==> config.mk <==
export PLATFORM = sky130hd
export DESIGN_NAME = code_lock_guard
export DESIGN_NICKNAME = d
export VERILOG_FILES = /design/src/rtl/lockguard_pkg.sv /design/src/rtl/clg_tier_decode.sv /design/src/rtl/clg_sel_capture.sv /design/src/rtl/clg_req_gate.sv /design/src/rtl/code_lock_guard.sv
export SDC_FILE = /design/constraint.sdc
export NUM_CORES = 1
export LEC_CHECK = 0
export ABC_AREA = 1
export CORE_AREA = 2 2 39 41
export DETAILED_ROUTE_END_ITERATION = 6
export DIE_AREA = 0 0 41 43
export GPL_TIMING_DRIVEN = 0
export REMOVE_ABC_BUFFERS = 1
export SETUP_SLACK_MARGIN = 0.2
export SLEW_MARGIN = 10
export SYNTH_ARGS = -nofsm -noshare
export SYNTH_HDL_FRONTEND = slang
export SYNTH_SLANG_ARGS = --single-unit
==> constraint.sdc <==
create_clock -name clk -period 0.8 [get_ports clk]
set_input_delay 0.16 -clock clk [delete_from_list [all_inputs] [get_ports clk]]
set_output_delay 0.16 -clock clk [all_outputs]
set_load 0.02 [all_outputs]
==> src/rtl/lockguard_pkg.sv <==
`timescale 1ns/1ps
package lockguard_pkg;

  typedef enum logic [1:0] {
    TIER_OPEN    = 2'd0,
    TIER_NOREAD  = 2'd1,
    TIER_NOCHECK = 2'd2,
    TIER_NOEXT   = 2'd3
  } tier_e;

  localparam int LOCK_W = 3;
  localparam int REQ_W  = 5;

  localparam int RQ_INT_FETCH = 0;
  localparam int RQ_TBL_READ  = 1;
  localparam int RQ_VERIFY    = 2;
  localparam int RQ_FLASH_WR  = 3;
  localparam int RQ_EXT_FETCH = 4;

  // Tier from the highest programmed bit (bit i set -> tier i+1).
  function automatic tier_e tier_of(input logic [LOCK_W-1:0] bits);
    tier_e t;
    t = TIER_OPEN;
    for (int i = 0; i < LOCK_W; i++) begin
      if (bits[i]) t = tier_e'(2'(i + 1));
    end
    return t;
  endfunction

  // Highest tier at which a request class may still be granted.
  function automatic tier_e ceiling_of(input int idx);
    case (idx)
      RQ_INT_FETCH: return TIER_NOEXT;
      RQ_TBL_READ:  return TIER_OPEN;
      RQ_VERIFY:    return TIER_NOREAD;
      RQ_FLASH_WR:  return TIER_OPEN;
      RQ_EXT_FETCH: return TIER_NOCHECK;
      default:      return TIER_OPEN;
    endcase
  endfunction

  // Code-source condition a request class needs: 0 none, 1 internal, 2 external.
  function automatic logic [1:0] source_need(input int idx);
    case (idx)
      RQ_INT_FETCH: return 2'd1;
      RQ_EXT_FETCH: return 2'd2;
      default:      return 2'd0;
    endcase
  endfunction

endpackage

==> src/rtl/clg_tier_decode.sv <==
`timescale 1ns/1ps
module clg_tier_decode
  import lockguard_pkg::*;
(
  input  logic [LOCK_W-1:0] lock_bits,
  output tier_e             tier,
  output logic              first_set
);
  always_comb begin
    tier      = tier_of(lock_bits);
    first_set = lock_bits[0];
  end
endmodule

==> src/rtl/clg_sel_capture.sv <==
`timescale 1ns/1ps
module clg_sel_capture (
  input  logic clk,
  input  logic rst,
  input  logic use_captured,
  input  logic ea_pin,
  output logic code_sel
);
  logic held_q;

  // Captured only while reset is asserted; no power-up value on purpose.
  always_ff @(posedge clk) begin
    if (rst) held_q <= ea_pin;
  end

  always_comb code_sel = use_captured ? held_q : ea_pin;
endmodule

==> src/rtl/clg_req_gate.sv <==
`timescale 1ns/1ps
module clg_req_gate
  import lockguard_pkg::*;
#(
  parameter int N = REQ_W
) (
  input  logic         rst,
  input  tier_e        tier,
  input  logic         code_sel,
  input  logic [N-1:0] req,
  output logic [N-1:0] grant,
  output logic [N-1:0] deny
);
  for (genvar g = 0; g < N; g++) begin : g_lane
    localparam tier_e      CEIL = ceiling_of(g);
    localparam logic [1:0] NEED = source_need(g);
    logic tier_ok, src_ok;
    always_comb begin
      tier_ok = (tier <= CEIL);
      case (NEED)
        2'd1:    src_ok = code_sel;
        2'd2:    src_ok = !code_sel;
        default: src_ok = 1'b1;
      endcase
      grant[g] = !rst && req[g] && tier_ok && src_ok;
      deny[g]  = req[g] && !grant[g];
    end
  end
endmodule

==> src/rtl/code_lock_guard.sv <==
`timescale 1ns/1ps
module code_lock_guard
  import lockguard_pkg::*;
(
  input  logic              clk,
  input  logic              rst,
  input  logic [LOCK_W-1:0] lock_bits,
  input  logic              ea_pin,
  input  logic [REQ_W-1:0]  req,
  output logic [REQ_W-1:0]  grant,
  output logic [REQ_W-1:0]  deny,
  output logic              code_sel
);
  tier_e tier_w;
  logic  first_set_w;

  clg_tier_decode u_dec (
    .lock_bits (lock_bits),
    .tier      (tier_w),
    .first_set (first_set_w)
  );

  clg_sel_capture u_sel (
    .clk          (clk),
    .rst          (rst),
    .use_captured (first_set_w),
    .ea_pin       (ea_pin),
    .code_sel     (code_sel)
  );

  clg_req_gate #(.N(REQ_W)) u_gate (
    .rst      (rst),
    .tier     (tier_w),
    .code_sel (code_sel),
    .req      (req),
    .grant    (grant),
    .deny     (deny)
  );
endmodule

# After elaboration in Yosys (flattened, before gate mapping)
# Index checks and enable logic that the tools add are counted.
[totals]
ff_bits = 1
latch_bits = 0
in_bits = 11
mem_count = 0
mem_bits_ro = 0
output_inout_bits = 11
word_cells = 33
mem_bits_rw = 0
[classes]
n_reduce_logical = 24
magnitude_cmp = 4
n_mul = 0
n_shift = 0
bitwise_logic = 0
n_mux = 4
addsub = 0
n_eq_ne = 0
div = 0
[ops]
columns = ["operator", "count"]
rows = [
  ["1-bit logical AND", 17],
  ["1-bit logical NOT", 7],
  ["2-bit by 1-bit <= comparator with 1-bit output (second input constant)", 2],
  ["2-bit <= comparator (second input constant)", 2],
  ["2-bit 2-to-1 mux", 2],
  ["1-bit 2-to-1 mux", 2],
]

# Logic depth before layout (Yosys ltp)
[depth]
word_depth = 8
ltp_mapped = 4
depth_no_buf = 4

# Hierarchy
# From an unflattened synthesis, not the netlist that was laid out.
[hier_totals]
cells_unflattened = 34
area_unflattened_um2 = 178.9
[by_module_without_submodules]
columns = ["module", "area_each_um2", "instances", "cells_each", "seq_area_each_um2"]
rows = [
  ["clg_req_gate", 107.6, 1, 23, 0.0],
  ["clg_sel_capture", 45.0, 1, 5, 30.0],
  ["clg_tier_decode", 26.3, 1, 6, 0.0],
]

# Worst setup path before layout
# OpenSTA, ideal clock, no wires.
[synth_path]
kind = "flip-flop to output port"
startpoint = "register u_sel.held_q"
endpoint = "output port grant[4]"
slack_ps = -223
path_buffers = 0
arrival_ps = 863
path_stages_with_launch = 4
required_ps = 640
cell_sequence = "edfxtp_1 nand2_1 nand2_2 nor2_1"
[synth_between]
elab_chain_len = 3
[synth_lines]
columns = ["element", "line", "source"]
rows = [
  ["start, declared", "clg_sel_capture.sv:9", "logic held_q;"],
  ["start signal, assigned", "clg_sel_capture.sv:13", "if (rst) held_q <= ea_pin;"],
  ["1-bit 2-to-1 mux", "clg_sel_capture.sv:16", "always_comb code_sel = use_captured ? held_q : ea_pin;"],
  ["named net code_sel", "code_lock_guard.sv:12", "output logic code_sel"],
  ["1-bit logical NOT", "clg_req_gate.sv:22", "2'd2: src_ok = !code_sel;"],
  ["1-bit logical AND", "clg_req_gate.sv:25", "grant[g] = !rst && req[g] && tier_ok && src_ok;"],
  ["end, declared", "code_lock_guard.sv:10", "output logic [REQ_W-1:0] grant,"],
]
# The timed path passes the listed nets, and every way through them passes these cells.

# Final worst setup path
[layout_path]
startpoint = "input port lock_bits[1]"
endpoint = "output port deny[2]"
[layout_between]
elab_chain_len = 6
[layout_lines]
columns = ["element", "line", "source"]
rows = [
  ["start, declared", "code_lock_guard.sv:7", "input logic [LOCK_W-1:0] lock_bits,"],
  ["2-bit 2-to-1 mux (2 in a row)", "lockguard_pkg.sv:25", "if (bits[i]) t = tier_e'(2'(i + 1));"],
  ["2-bit by 1-bit <= comparator with 1-bit output", "clg_req_gate.sv:19", "tier_ok = (tier <= CEIL);"],
  ["1-bit logical AND", "clg_req_gate.sv:25", ""],
  ["1-bit logical NOT", "clg_req_gate.sv:26", "deny[g] = req[g] && !grant[g];"],
  ["1-bit logical AND", "clg_req_gate.sv:26", ""],
  ["end, declared", "code_lock_guard.sv:11", "output logic [REQ_W-1:0] deny,"],
]
# No other way between the ends.

==> results.toml <==
[status]
status = "finished with violations"
violations = "negative setup slack"

[route]
wl_met2_um = 299
vias_per_cell = 3.853
maxUsedRoutingLayer = "met3"
wirelength_um = 588
drtPass1Iterations = 1
drc = 0
m1WireLength_um = 211
drt_iter0_markers = 0
drt-wirelength-per-cell_um = 8.647
num_vias = 262
ant_nets = 0
wl_met3_um = 76

[layout]
regArea_sq_um = 30.03
nets = 65
fillers = 165
post-route-util = 0.2920
n_antenna_cell = 0
syn_to_final_growth_pct = 135.8
multi_input_area_sq_um = 132.6
top_regs = "u_sel.held_q: 1 flops"
drive_gt1_frac = 0.6154
largest_reg_flops = 1
top_register = "u_sel.held_q"

[worst_setup_path]
critPathSlowestCell = "buf_4"
crit_arrival_ps = 790
worstSetupPathType = "in -> out"
slowest_delay_ps = 150
cp.required_ps = 640
crit_buf_inv = 2
path_cells = "buf_6 > nor2_4 > nand2_1 > nor2_2 > nor2_1 > buf_4"
cp-start-kind = "primary input"
cp-end-kind = "primary output"
critPathTopFamily = "simple AND/OR/NAND/NOR gates"
path_max_fanout = 4

[grt]
grt_pass1_vias = 241
grt_use_total = 0.07207
grt_start_max_net_pins = 7
grt_overflow = 0
antenna_found_initial = 0
grt_pass1_wl_um = 952

[clock_network]
post_cts_buffers = 0
path_clk_slew_ps = 0

[power_and_ir_drop]
power.density_nw_per_um2 = 683.1
p_clk_frac = 0
pwr-share-comb = 0.764
internal_power_uw = 165.0
p_total_uw = 276.1
p_leak_uw = 0.0002119
p_sw_frac = 0.4024
power_switching_uw = 111.1
peakVddDrop_mv = 0.1920
power_frac_seq = 0.236

[floorplanning]
die_y_um = 43
io-pin-count = 22
die_area_sq_um = 1763
rows = 14
core_area_sq_um = 1384
initial_core_util = 0.1239
chipWidth_um = 41

[synth]
synth_cells = 31
netlist_area_sq_um = 171.4
synth_area_leader_cell = "nand2_1"
ys_types = 12
netlist_top_cells_area = "nand2_1 20%, edfxtp_1 18%, inv_1 13%"
synth.top_cell.area_share = 0.1971
yosysWarnings = 0
seq_area_frac_synth = 0.1752
synth_seq_cells = 1
avgSynthCellArea_sq_um = 5.529

[sta]
fin_crit_ps = 953.1
setup_violations = 10
whs_ps = 373.2
rsz0062_at_grt = "true"
max_slew_margin = 0.9046
slew_viol_final = 0
worstMarginPinSlew_ps = 142.4
hold_viol_final = 0
fin_crit_sh = 1.191
max_freq_mhz = 1049
worst_slack_ps = -153.1

[flow_run]
drv_cap = 0

[place]
gp_congestion = 0.6095
dpl.hpwl_um = 457.6
io_buffers = 21
pre_cts_ws_ps = -1058

[min_path]
hold_class = "in -> reg"
-- metal layers --
metal	GRT usage	vias to the layer above
met2	0.1188	14
met3	0.02094	0
met5	0	-
li1	-	141
met1	0.09554	107
met4	0	0
-- power groups by stage --
stage | Sequential, uW | Clock (uW) | Combinational [uW]
2_1_floorplan | 65.0 | 0 | 88.5
4_1_cts | 65.3 | 0 | 205
5_1_grt | 66.1 | 0 | 229
3_5_place_dp | 65.3 | 0 | 209
6_report | 65.3 | 0 | 211
3_3_place_gp | 65.2 | 0 | 209
-- cell families (layout without fill, tap and decap cells) --
group	count (synthesis)	in the layout	synth area share
DFF	1	1	0.1752
buffers and inverters	8	29	0.1752
and+or+nand+nor	18	18	0.4818
AOI/OAI and AO/OA	4	4	0.1678
-- cell usage after synthesis --
cell and n:
a21boi_2 1, a21oi_1 1, a31oi_1 2, edfxtp_1 1, inv_1 6, inv_2 2, nand2_1 9, nand2_2 1
nor2_1 4, nor2_2 1, nor2_4 1, nor3_1 2
-- layout make-up --
class | instances | area share
inverter | 8 | 0.08050
multi-input combinational | 22 | 0.3282
timing repair buffer | 21 | 0.4675
tap | 16 | 0.04954
sequential | 1 | 0.07430
-- metrics by stage --
| stage | setup TNS (ps) | cells | instance area [sq um] |
|---|---|---|---|
| after floorplan | -1042 | 31 | 171.4 |
| after global placement | -11020 | 68 | 401.6 |
| after detailed placement | -11110 | 68 | 401.6 |
| after CTS | -1137 | 68 | 386.6 |
| after global routing | -1414 | 68 | 404.1 |
| final | -904.1 | 68 | 404.1 |
-- worst paths after layout --
path | startpoint | end | slack [ps] | depth (start not counted)
max | lock_bits[1] | deny[2] | -150 | 6
min | ea_pin | u_sel.held_q | 370 | 1
-- cells in the final DEF, fill, tap and decap left out, drive strengths merged --
master       Yosys  layout
a21boi           1       1
a21oi            1       1
a31oi            2       2
buf              0      18
dlygate4sd2      0       3
edfxtp           1       1
inv              8       8
nand2           10      10
nor2             6       6
nor3             2       2
-- timing repair --
item | in CTS | in global routing
pin swaps | 11 | 9
endpoints found under the setup margin | 13 | 11
resized for setup | 105 | 4
hold buffers | 0 | 0
Note: power is estimated with default switching activity, not from simulation.
